==> config.mk <==
export PLATFORM = sky130hd
export DESIGN_NAME = i2c_msg_seq
export DESIGN_NICKNAME = d
export VERILOG_FILES = /design/src/rtl/i2c_msg_seq_pkg.sv /design/src/rtl/i2c_msg_seq_timer.sv /design/src/rtl/i2c_msg_seq_cursor.sv /design/src/rtl/i2c_msg_seq.sv
export SDC_FILE = /design/constraint.sdc
export NUM_CORES = 1
export LEC_CHECK = 0
export ABC_AREA = 1
export BUFFER_PORTS_ARGS = -buffer_cell sky130_fd_sc_hd__buf_4
export CELL_PAD_IN_SITES_DETAIL_PLACEMENT = 1
export CELL_PAD_IN_SITES_GLOBAL_PLACEMENT = 1
export CORE_MARGIN = 2
export CORE_UTILIZATION = 40
export CTS_BUF_LIST = sky130_fd_sc_hd__clkbuf_4 sky130_fd_sc_hd__clkbuf_8
export DETAILED_ROUTE_END_ITERATION = 12
export PLACE_DENSITY = 0.93
export SLEW_MARGIN = 5
export SYNTH_ARGS = -nofsm -noshare
export SYNTH_HDL_FRONTEND = slang
export SYNTH_HIERARCHICAL = 1
export SYNTH_SLANG_ARGS = --single-unit
==> constraint.sdc <==
create_clock -name clk -period 2.2 [get_ports clk]
set_input_delay 0.22 -clock clk [delete_from_list [all_inputs] [get_ports clk]]
set_output_delay 0.22 -clock clk [all_outputs]
set_load 0.02 [all_outputs]
==> src/rtl/i2c_msg_seq_pkg.sv <==
package i2c_msg_seq_pkg;

  // register offsets decoded by the byte-level master
  localparam logic [2:0] REG_CTRL    = 3'd2;
  localparam logic [2:0] REG_DATA    = 3'd3;
  localparam logic [2:0] REG_CMDSTAT = 3'd4;

  // command bytes
  localparam logic [7:0] CMD_START   = 8'h91;
  localparam logic [7:0] CMD_STOP    = 8'h41;
  localparam logic [7:0] CMD_WRITE   = 8'h11;
  localparam logic [7:0] CMD_RD_ACK  = 8'h21;
  localparam logic [7:0] CMD_RD_NACK = 8'h29;
  localparam logic [7:0] CMD_IACK    = 8'h01;

  // status and control bit positions
  localparam int ST_TIP   = 1;
  localparam int ST_ARB   = 5;
  localparam int ST_BUSY  = 6;
  localparam int ST_NACK  = 7;
  localparam int CTRL_IEN = 6;

  typedef enum logic [2:0] {
    PH_DONE, PH_START, PH_WRITE, PH_READ, PH_ERROR
  } phase_e;

  typedef enum logic [3:0] {
    S_IDLE, S_CTRL_RD, S_CTRL_WR, S_WR_DATA, S_WR_CMD, S_WAIT_TIP,
    S_RD_DATA, S_CHECK_END, S_NEW_MSG, S_ISSUE, S_WAIT_BUSY, S_IACK
  } step_e;

endpackage

==> src/rtl/i2c_msg_seq_timer.sv <==
module i2c_msg_seq_timer #(
  parameter int LIMIT = 64
) (
  input  logic clk,
  input  logic rst_n,
  input  logic clr,
  input  logic en,
  output logic expired
);
  localparam int CW = $clog2(LIMIT + 1);

  logic [CW-1:0] cnt_q, cnt_n;

  // expired marks the LIMIT-th sample since the last clear
  assign expired = (cnt_q == CW'(LIMIT - 1));

  always_comb begin
    cnt_n = cnt_q;
    if (clr)                 cnt_n = '0;
    else if (en && !expired) cnt_n = cnt_q + 1'b1;
  end

  always_ff @(posedge clk or negedge rst_n) begin
    if (!rst_n) cnt_q <= '0;
    else        cnt_q <= cnt_n;
  end
endmodule

==> src/rtl/i2c_msg_seq_cursor.sv <==
module i2c_msg_seq_cursor #(
  parameter int MSG_W = 3,
  parameter int LEN_W = 4,
  parameter int CNT_W = MSG_W + LEN_W
) (
  input  logic             clk,
  input  logic             rst_n,
  input  logic             clr,
  input  logic             pos_inc,
  input  logic             msg_adv,
  input  logic             rd_inc,
  output logic [MSG_W-1:0] msg_idx,
  output logic [LEN_W-1:0] pos,
  output logic [CNT_W-1:0] rd_count
);
  logic [MSG_W-1:0] msg_n;
  logic [LEN_W-1:0] pos_n;
  logic [CNT_W-1:0] cnt_n;
  logic             upd;

  assign upd = clr | pos_inc | msg_adv | rd_inc;

  always_comb begin
    msg_n = msg_idx;
    pos_n = pos;
    cnt_n = rd_count;
    if (clr) begin
      msg_n = '0;
      pos_n = '0;
      cnt_n = '0;
    end else begin
      if (msg_adv) begin
        msg_n = msg_idx + 1'b1;
        pos_n = '0;
      end else if (pos_inc) begin
        pos_n = pos + 1'b1;
      end
      if (rd_inc) cnt_n = rd_count + 1'b1;
    end
  end

  always_ff @(posedge clk or negedge rst_n) begin
    if (!rst_n) begin
      msg_idx  <= '0;
      pos      <= '0;
      rd_count <= '0;
    end else if (upd) begin
      msg_idx  <= msg_n;
      pos      <= pos_n;
      rd_count <= cnt_n;
    end
  end
endmodule

==> src/rtl/i2c_msg_seq.sv <==
module i2c_msg_seq
  import i2c_msg_seq_pkg::*;
#(
  parameter int MSG_W      = 3,
  parameter int LEN_W      = 4,
  parameter int TMO_CYCLES = 64,
  localparam int CNT_W     = MSG_W + LEN_W
) (
  input  logic             clk,
  input  logic             rst_n,
  input  logic             go,
  input  logic [MSG_W:0]   num_msgs,
  output logic [MSG_W-1:0] msg_idx,
  input  logic [6:0]       msg_addr,
  input  logic             msg_read,
  input  logic [LEN_W-1:0] msg_len,
  input  logic             msg_nostart,
  output logic [LEN_W-1:0] buf_idx,
  input  logic [7:0]       buf_rdata,
  output logic             buf_we,
  output logic [7:0]       buf_wdata,
  output logic [2:0]       reg_addr,
  output logic             reg_wr,
  output logic             reg_rd,
  output logic [7:0]       reg_wdata,
  input  logic [7:0]       reg_rdata,
  output logic             done,
  output logic             error,
  output logic [CNT_W-1:0] rd_count
);

  step_e  step_q, step_n;
  phase_e phase_q, phase_n;
  logic [7:0] data_q, data_n, cmd_q, cmd_n, ctrl_q, ctrl_n;
  logic ld_data, ld_cmd, ld_ctrl;
  logic done_q, done_n, err_q, err_n;

  logic cur_clr, pos_inc, msg_adv, rd_inc;
  logic tmr_clr, tmr_en, tmr_exp;
  logic [LEN_W-1:0] pos;

  logic last_msg, at_end, at_final_byte;
  logic st_tip, st_arb, st_busy, st_nack;

  i2c_msg_seq_cursor #(.MSG_W(MSG_W), .LEN_W(LEN_W), .CNT_W(CNT_W)) cursor_i (
    .clk(clk), .rst_n(rst_n), .clr(cur_clr), .pos_inc(pos_inc),
    .msg_adv(msg_adv), .rd_inc(rd_inc),
    .msg_idx(msg_idx), .pos(pos), .rd_count(rd_count)
  );

  i2c_msg_seq_timer #(.LIMIT(TMO_CYCLES)) timer_i (
    .clk(clk), .rst_n(rst_n), .clr(tmr_clr), .en(tmr_en), .expired(tmr_exp)
  );

  assign last_msg      = (({1'b0, msg_idx} + (MSG_W+1)'(1)) == num_msgs);
  assign at_end        = (pos == msg_len);
  assign at_final_byte = (({1'b0, pos} + (LEN_W+1)'(1)) == {1'b0, msg_len});

  assign st_tip  = reg_rdata[ST_TIP];
  assign st_arb  = reg_rdata[ST_ARB];
  assign st_busy = reg_rdata[ST_BUSY];
  assign st_nack = reg_rdata[ST_NACK];

  assign buf_idx   = pos;
  assign buf_wdata = reg_rdata;
  assign done      = done_q;
  assign error     = err_q;

  // next-state and register-port decode
  always_comb begin
    step_n    = step_q;
    phase_n   = phase_q;
    data_n    = data_q;
    cmd_n     = cmd_q;
    ctrl_n    = ctrl_q;
    ld_data   = 1'b0;
    ld_cmd    = 1'b0;
    ld_ctrl   = 1'b0;
    done_n    = done_q;
    err_n     = err_q;
    cur_clr   = 1'b0;
    pos_inc   = 1'b0;
    msg_adv   = 1'b0;
    rd_inc    = 1'b0;
    tmr_clr   = 1'b0;
    tmr_en    = 1'b0;
    reg_addr  = '0;
    reg_wr    = 1'b0;
    reg_rd    = 1'b0;
    reg_wdata = '0;
    buf_we    = 1'b0;

    unique case (step_q)
      S_IDLE: begin
        if (go) begin
          done_n  = 1'b0;
          err_n   = 1'b0;
          cur_clr = 1'b1;
          step_n  = S_CTRL_RD;
        end
      end
      S_CTRL_RD: begin
        reg_rd   = 1'b1;
        reg_addr = REG_CTRL;
        ctrl_n   = reg_rdata & ~(8'd1 << CTRL_IEN);
        ld_ctrl  = 1'b1;
        step_n   = S_CTRL_WR;
      end
      S_CTRL_WR: begin
        reg_wr    = 1'b1;
        reg_addr  = REG_CTRL;
        reg_wdata = ctrl_q;
        phase_n   = PH_START;
        data_n    = {msg_addr, msg_read};
        cmd_n     = CMD_START;
        ld_data   = 1'b1;
        ld_cmd    = 1'b1;
        step_n    = S_WR_DATA;
      end
      S_WR_DATA: begin
        reg_wr    = 1'b1;
        reg_addr  = REG_DATA;
        reg_wdata = data_q;
        step_n    = S_WR_CMD;
      end
      S_WR_CMD: begin
        reg_wr    = 1'b1;
        reg_addr  = REG_CMDSTAT;
        reg_wdata = cmd_q;
        tmr_clr   = 1'b1;
        step_n    = (cmd_q == CMD_STOP) ? S_WAIT_BUSY : S_WAIT_TIP;
      end
      S_WAIT_TIP: begin
        reg_rd   = 1'b1;
        reg_addr = REG_CMDSTAT;
        tmr_en   = 1'b1;
        if (st_tip) begin
          if (tmr_exp) begin
            phase_n = PH_ERROR;
            cmd_n   = CMD_STOP;
            ld_cmd  = 1'b1;
            step_n  = S_WR_CMD;
          end
        end else if (st_arb) begin
          phase_n = PH_ERROR;
          cmd_n   = CMD_STOP;
          ld_cmd  = 1'b1;
          step_n  = S_WR_CMD;
        end else if (phase_q == PH_READ) begin
          step_n = S_RD_DATA;
        end else if (st_nack) begin
          phase_n = PH_ERROR;
          cmd_n   = CMD_STOP;
          ld_cmd  = 1'b1;
          step_n  = S_WR_CMD;
        end else begin
          phase_n = msg_read ? PH_READ : PH_WRITE;
          step_n  = S_CHECK_END;
        end
      end
      S_RD_DATA: begin
        reg_rd   = 1'b1;
        reg_addr = REG_DATA;
        buf_we   = 1'b1;
        pos_inc  = 1'b1;
        rd_inc   = 1'b1;
        step_n   = S_CHECK_END;
      end
      S_CHECK_END: begin
        if (at_end) begin
          if (last_msg) begin
            phase_n = PH_DONE;
            cmd_n   = CMD_STOP;
            ld_cmd  = 1'b1;
            step_n  = S_WR_CMD;
          end else begin
            msg_adv = 1'b1;
            step_n  = S_NEW_MSG;
          end
        end else begin
          step_n = S_ISSUE;
        end
      end
      S_NEW_MSG: begin
        if (!msg_nostart) begin
          phase_n = PH_START;
          data_n  = {msg_addr, msg_read};
          cmd_n   = CMD_START;
          ld_data = 1'b1;
          ld_cmd  = 1'b1;
          step_n  = S_WR_DATA;
        end else begin
          phase_n = msg_read ? PH_READ : PH_WRITE;
          step_n  = S_CHECK_END;
        end
      end
      S_ISSUE: begin
        if (phase_q == PH_READ) begin
          cmd_n  = at_final_byte ? CMD_RD_NACK : CMD_RD_ACK;
          ld_cmd = 1'b1;
          step_n = S_WR_CMD;
        end else begin
          data_n  = buf_rdata;
          ld_data = 1'b1;
          pos_inc = 1'b1;
          cmd_n   = CMD_WRITE;
          ld_cmd  = 1'b1;
          step_n  = S_WR_DATA;
        end
      end
      S_WAIT_BUSY: begin
        reg_rd   = 1'b1;
        reg_addr = REG_CMDSTAT;
        tmr_en   = 1'b1;
        if (!st_busy) begin
          step_n = S_IACK;
        end else if (tmr_exp) begin
          phase_n = PH_ERROR;
          step_n  = S_IACK;
        end
      end
      S_IACK: begin
        reg_wr    = 1'b1;
        reg_addr  = REG_CMDSTAT;
        reg_wdata = CMD_IACK;
        done_n    = 1'b1;
        err_n     = (phase_q == PH_ERROR);
        step_n    = S_IDLE;
      end
      default: step_n = S_IDLE;
    endcase
  end

  always_ff @(posedge clk or negedge rst_n) begin
    if (!rst_n) begin
      step_q  <= S_IDLE;
      phase_q <= PH_DONE;
      done_q  <= 1'b0;
      err_q   <= 1'b0;
    end else begin
      step_q  <= step_n;
      phase_q <= phase_n;
      done_q  <= done_n;
      err_q   <= err_n;
    end
  end

  always_ff @(posedge clk or negedge rst_n) begin
    if (!rst_n) begin
      data_q <= '0;
      cmd_q  <= '0;
      ctrl_q <= '0;
    end else begin
      if (ld_data) data_q <= data_n;
      if (ld_cmd)  cmd_q  <= cmd_n;
      if (ld_ctrl) ctrl_q <= ctrl_n;
    end
  end

endmodule

==> summary.txt, run 1 <==
Clock tree
  • Clock buffer depth: 2
  • TritonCTS clock tree: done
  • CTS H-tree depth: 2
  • Clk slew on worst S/H paths: 0.10 ns
  • Clk root buf: clkbuf_8
  • TritonCTS buffer count: 5
  • # clock sinks: 51
  • Clk_lat worst skew: approximately 0.32 ns
  • Post-CTS setup buffers: 0

Yosys
  • Netlist cell types: 38
  • Syn Nets: 537
  • Synth top area share: 0.369
  • Part of the Yosys area used for sequential elements: 0.369
  • Most common flop cell mapped by yosys: dfrtp_1
  • Largest cells by area after synthesis: dfrtp_1 (37%), nand2_1 (19%), inv_1 (6.4%), nand3_1 (5.9%), nor2_1 (4.8%)
  • Top post-synthesis cells by count: nand2_1 (172), inv_1 (59), dfrtp_1 (51)
  • Ys Warns: 6
  • Netlist Area Pre-Place: 3460 sq um
  • Post-synth top area cell: dfrtp_1
  • Async S/R FF share, synth: 1.00
  • Most numerous cell in the Yosys netlist: nand2_1
  • Synth Register Bits: between 50 and 60
  • Post-Synthesis Cells: 495
  • Post-synth EDFFs: 0
  • Avg Cell Area, Syn: 6.98 sq um

Route
  • WL per Instance: 15.7 um
  • Final wirelength: 10,600 um
  • Vias/cell: 5.11
  • Antenna Violating Nets Remaining: 0
  • 1st-iter DRT viols: 132
  • TritonRoute pass-1 iters: 4
  • # DRC: 0
  • Via Count: 3,462

Global routing
  • Total track usage: 0.226
  • First-pass GRT wire length: 17,800 um
  • Grt ovf: 0
  • Initial antenna violation count: 0
  • Vias in the first global route: 3,713
  • Largest net degree at the start of global routing: between 50 and 60

Floorplanning
  • Core ar.: slightly above 8000 sq um
  • # IOs: 74
  • Initial Utilization: 0.416
  • Rows: 33
  • Die Span X: 97.0 um
  • Die area: 9400 sq um
  • Die Ht: 97.0 um

Placement
  • Post-DP HPWL: 8290 um
  • Placement Setup Slack: approximately 0.23 ns
  • GPL Wtd Cong: 0.905
  • I/O Buffers: 73

Worst setup path
  • Worst setup SP type: register
  • CP max stage delay: about 0.47 ns
  • Worst EP arrival: 1.83 ns
  • Worst path required time: 1.98 ns
  • Crit path top cell by count: inv_1
  • CP Class: register to output pin
  • Worst Setup End Kind: output pin
  • Critical-path top delay cell: dfrtp_1
  • Crit path max fanout: 7
  • Top Family by Delay on Critical Path: flip-flops
  • Crit path cell chain: nor2_2 > inv_1 > nor2_4 > inv_1 > o221ai_1 > buf_4
  • Worst Path Buf+Inv: 3

Power and ir drop
  • LEAKAGE: 2.33 nW
  • VDD IR max: 470 uV
  • Power Density: 1200 nW/um^2

STA
  • Crit share post-route: 0.930
  • Final TNS setup: 0 ns
  • Final hold viol count: 0
  • RSZ-0062 raised after global routing: false
  • Max Freq: 489 MHz
  • Post-layout min period: 2.05 ns
  • Slew headroom: 0.543
  • Setup ws final: 0.153 ns
  • Final Max Slew Viols: 0
  • Post-Route Skew: 0.00821 ns
  • Setup-failing EPs final: 0
  • Worst slew pin tran: 0.685 ns

Cells and area
  • Fraction of layout cells with a size suffix above 1: 0.247
  • Area grow syn2layout: 21.5%
  • Fin nets: 613
  • Ant diodes: 0

Flow run
  • Max Cap Viol: 0

Hold path
  • Worst Hold Class: input pin to register

Status
  • Status: complete, no violations
-- sequential cells by signal (all words and copies together) (netlist names) --
signal,cells
cmd_q,6
ctrl_q,7
cursor_i/msg_idx,3
cursor_i/pos,4
cursor_i/rd_count,7
data_q,8
done,1
error,1
phase_q,3
step_q,4
timer_i/cnt_q,7
-- through the flow --
step,std cells,instance area (sq um),utilization,total power [mW],hold slack (ns)
after floorplan,495,3460,-,3.48,-0.0756
after global placement,668,4090,0.493,4.28,0.296
after detailed placement,668,4090,0.493,4.42,0.306
after CTS,677,4190,0.505,5.03,0.124
after global routing,677,4200,0.506,5.45,0.137
final,677,4200,0.506,5.05,0.121
-- power breakdown --
group	total (mW)	internal, mW	switching [mW]
sequential	1.56	1.25	0.307
clock	0.600	0.232	0.368
combinational	2.89	1.03	1.86
-- logic make-up after synthesis --
group | after synthesis | share of synthesized area
AO/OA/AOI/OAI | 41 | 0.0800
AND/OR/NAND/NOR | 310 | 0.411
flip-flops | 51 | 0.369
adder cells (fa/ha/maj) | 6 | 0.0217
XOR/XNOR | 4 | 0.0101
buffers and inverters | 83 | 0.108
-- final timing paths --
path	endpoint	start	slack, ns	depth (start not counted)
max	reg_wdata[3]	step_q[0]$_DFFE_PN0P_	0.15	6
min	ctrl_q[2]$_DFFE_PN0P_	reg_rdata[2]	0.12	3
max reg2reg	cursor_i/msg_idx[0]$_DFFE_PN0P_	cursor_i/msg_idx[1]$_DFFE_PN0P_	0.24	11
min reg2reg	ctrl_q[3]$_DFFE_PN0P_	ctrl_q[3]$_DFFE_PN0P_	0.49	2
max in group asynchronous	timer_i/cnt_q[4]$_DFFE_PN0P_	rst_n	1.27	2
min in group asynchronous	cursor_i/rd_count[0]$_DFFE_PN0P_	rst_n	0.45	2
-- layer usage --
layer / track usage / part of all wire
met5: 0 / 0
met4: 0.0520 / 0.012
met3: 0.0303 / 0.037
met2: 0.411 / 0.51
met1: 0.285 / 0.44
-- cell usage in the layout (no fill, tap or decap), types with 7 or more instances in the layout --
cell type	n
o21ai_2	8
dfrtp_1	51
inv_1	59
nand3_1	41
o21ai_0	16
nor3_1	7
buf_4	80
nor2_1	43
nand2_2	10
a21oi_1	8
inv_2	10
nand2_1	171
nor2_2	8
nand4_1	10
-- tightest hold or removal path: stages --
cell     delay, ns
buf_4         0.09
nand2_1       0.05
nand2_1       0.06
-- cell type report --
type / count / area (sq um)
clock inverter: 3 / 22.5
sequential: 51 / 1280
inverter: 71 / 272
clock buffer: 5 / 68.8
fill: 1110 / 4100
tap: 105 / 131
timing repair buffer: 81 / 611
multi-input combinational: 361 / 1820
-- timing repair --
action,in CTS,in global routing
resized for setup,0,3
setup endpoints to repair,0,8
hold buffers,1,0
hold endpoints to repair,51,0
Note: power is estimated with default switching activity, not from simulation.
==> run 2, diff against run 1 <==
Clock period 2.2 ns to 1.9 ns, I/O delays scaled along.
==> run 2 against run 1 <==
The run now ends with negative setup slack left. Worst setup slack got worse by 0.26 ns. Clock power grew 31%. Combinational power is 37% higher. Highest routed layer unchanged.
==> summary.txt, run 2 (synthesis gave the netlist of run 1 again) <==
Worst setup path
  • Crit path max fanout: 4
  • Worst Setup End Kind: register
  • CP Class: register to register
  • Worst path required time: between 2 and 2.5 ns
  • Worst setup SP type: register
  • Worst EP arrival: roughly 2.2 ns

Route
  • # DRC: 0
  • Final wirelength: 12,100 um
  • Vias/cell: 5.31
  • Via Count: 3,693
  • TritonRoute pass-1 iters: 4
  • Antenna Violating Nets Remaining: 0
  • 1st-iter DRT viols: 222
  • WL per Instance: 17.4 um

Cells and area
  • Fraction of layout cells with a size suffix above 1: 0.317
  • Fin nets: 632
  • Most frequent cells in the layout: nand2_1 (165), buf_4 (96), inv_1 (56), dfrtp_1 (46), nand3_1 (39)
  • Ant diodes: 0
  • Most flop-heavy register: data_q
  • Area grow syn2layout: 30.0%
  • Most common cell after layout, fill and taps aside: nand2_1
  • Final instance area: 4490 sq um
  • Filler cells: approximately 1,100
  • Max reg flops: 8
  • Layout Utilization: 0.541

Global routing
  • Initial antenna violation count: 0
  • Largest net degree at the start of global routing: 52
  • First-pass GRT wire length: roughly 19,000 um
  • Total track usage: 0.241
  • Vias in the first global route: roughly 3,800
  • Grt ovf: 0

STA
  • Max Freq: ~500 MHz
  • Setup ws final: -0.111 ns
  • Post-Route Skew: 0.00801 ns
  • Slew headroom: 0.549
  • Worst slew pin tran: 0.677 ns
  • Final Max Slew Viols: 0
  • Setup-failing EPs final: 10
  • Final hold viol count: 0
  • Crit share post-route: 1.06
  • RSZ-0062 raised after global routing: true
  • Post-layout min period: between 2 and 2.5 ns

Floorplanning
  • Die area: 9400 sq um
  • Initial Utilization: 0.416
  • Core ar.: 8300 sq um
  • Rows: 33
  • Die Span X: 97.0 um
  • Die Ht: 97.0 um
  • # IOs: 74

Power and ir drop
  • Power Density: 1450 nW/um^2
  • VDD IR max: ~740 uV
  • LEAKAGE: 2.44 nW

Status
  • Failing checks: negative setup slack
  • Status: finished with violations

Clock tree
  • CTS H-tree depth: 2
  • TritonCTS buffer count: 5
  • Clk slew on worst S/H paths: between 0.1 and 0.15 ns
  • Clk_lat worst skew: 0.32 ns
  • Clk root buf: clkbuf_8
  • Clock buffer depth: 2
  • TritonCTS clock tree: done
  • # clock sinks: between 50 and 60

Placement
  • Post-DP HPWL: 8390 um
  • I/O Buffers: 73
  • Post-DP Area: 4150 sq um
  • Placement Setup Slack: 0.00608 ns
  • GPL Wtd Cong: 0.909

Flow run
  • Max Cap Viol: 0

Hold path
  • Worst Hold Class: input pin to register
-- run 2: what timing repair did --
| item | CTS | global route |
|---|---|---|
| gates cloned | 0 | 0 |
| pin swaps | 1 | 15 |
| setup buffers | 1 | 11 |
| hold endpoints to repair | 51 | 0 |
| endpoints found under the setup margin | 16 | 29 |
| hold buffers | 1 | 0 |
| resized for setup | 10 | 37 |
-- run 2: layer usage --
metal	GRT usage	vias up	share of wire
met2	0.432	109	0.52
met5	0	-	0
met4	0.0639	0	0.021
met3	0.0325	23	0.043
li1	-	1743	-
met1	0.303	1818	0.42
-- run 2: final cells by class --
cell class	count	area, sq um	area share
clock buffer	5	68.8	0.0153
tap	105	131	0.0292
clock inverter	2	37.5	0.00836
multi-input combinational	361	1930	0.429
timing repair buffer	100	764	0.170
sequential	51	1280	0.286
inverter	71	282	0.0627
-- run 2: power breakdown --
part	leakage [nW]	total (mW)	internal (mW)	switching [mW]
combinational	1.74	3.95	1.45	2.50
clock	0.0502	0.787	0.386	0.401
sequential	0.655	1.79	1.46	0.329
-- run 2: final timing paths --
kind	from	to	cells past startpoint	slack, ns
setup / recovery	cursor_i/msg_idx[1]$_DFFE_PN0P_	cursor_i/msg_idx[2]$_DFFE_PN0P_	12	-0.11
hold / removal	reg_rdata[4]	ctrl_q[4]$_DFFE_PN0P_	3	0.09
setup reg to reg	cursor_i/msg_idx[1]$_DFFE_PN0P_	cursor_i/msg_idx[2]$_DFFE_PN0P_	12	-0.11
hold reg to reg	ctrl_q[0]$_DFFE_PN0P_	ctrl_q[0]$_DFFE_PN0P_	2	0.50
max in group asynchronous	rst_n	step_q[0]$_DFFE_PN0P_	2	0.97
min in group asynchronous	rst_n	cursor_i/pos[3]$_DFFE_PN0P_	2	0.46
-- run 2: metrics by stage --
stage               setup TNS, ns  instances  hold slack (ns)  total power, mW
floorplan                       0        495           -0.106             4.04
global placement                0        675            0.265             5.04
detailed placement              0        675            0.269             5.22
CTS                      -0.00780        684           0.0889             6.10
global route                -2.33        695            0.110             6.94
finish                     -0.328        695           0.0860             6.53
-- run 2: worst max-delay path, cell delays in order (launching register included) --
cell	delay, ns
dfrtp_1	0.42
ha_1	0.34
inv_1	0.07
nand2_1	0.08
nand2_1	0.09
nor2_2	0.05
nand3_2	0.09
inv_2	0.06
nor4_4	0.29
buf_4	0.18
nand3_2	0.07
nand2_2	0.09
nor2_2	0.06
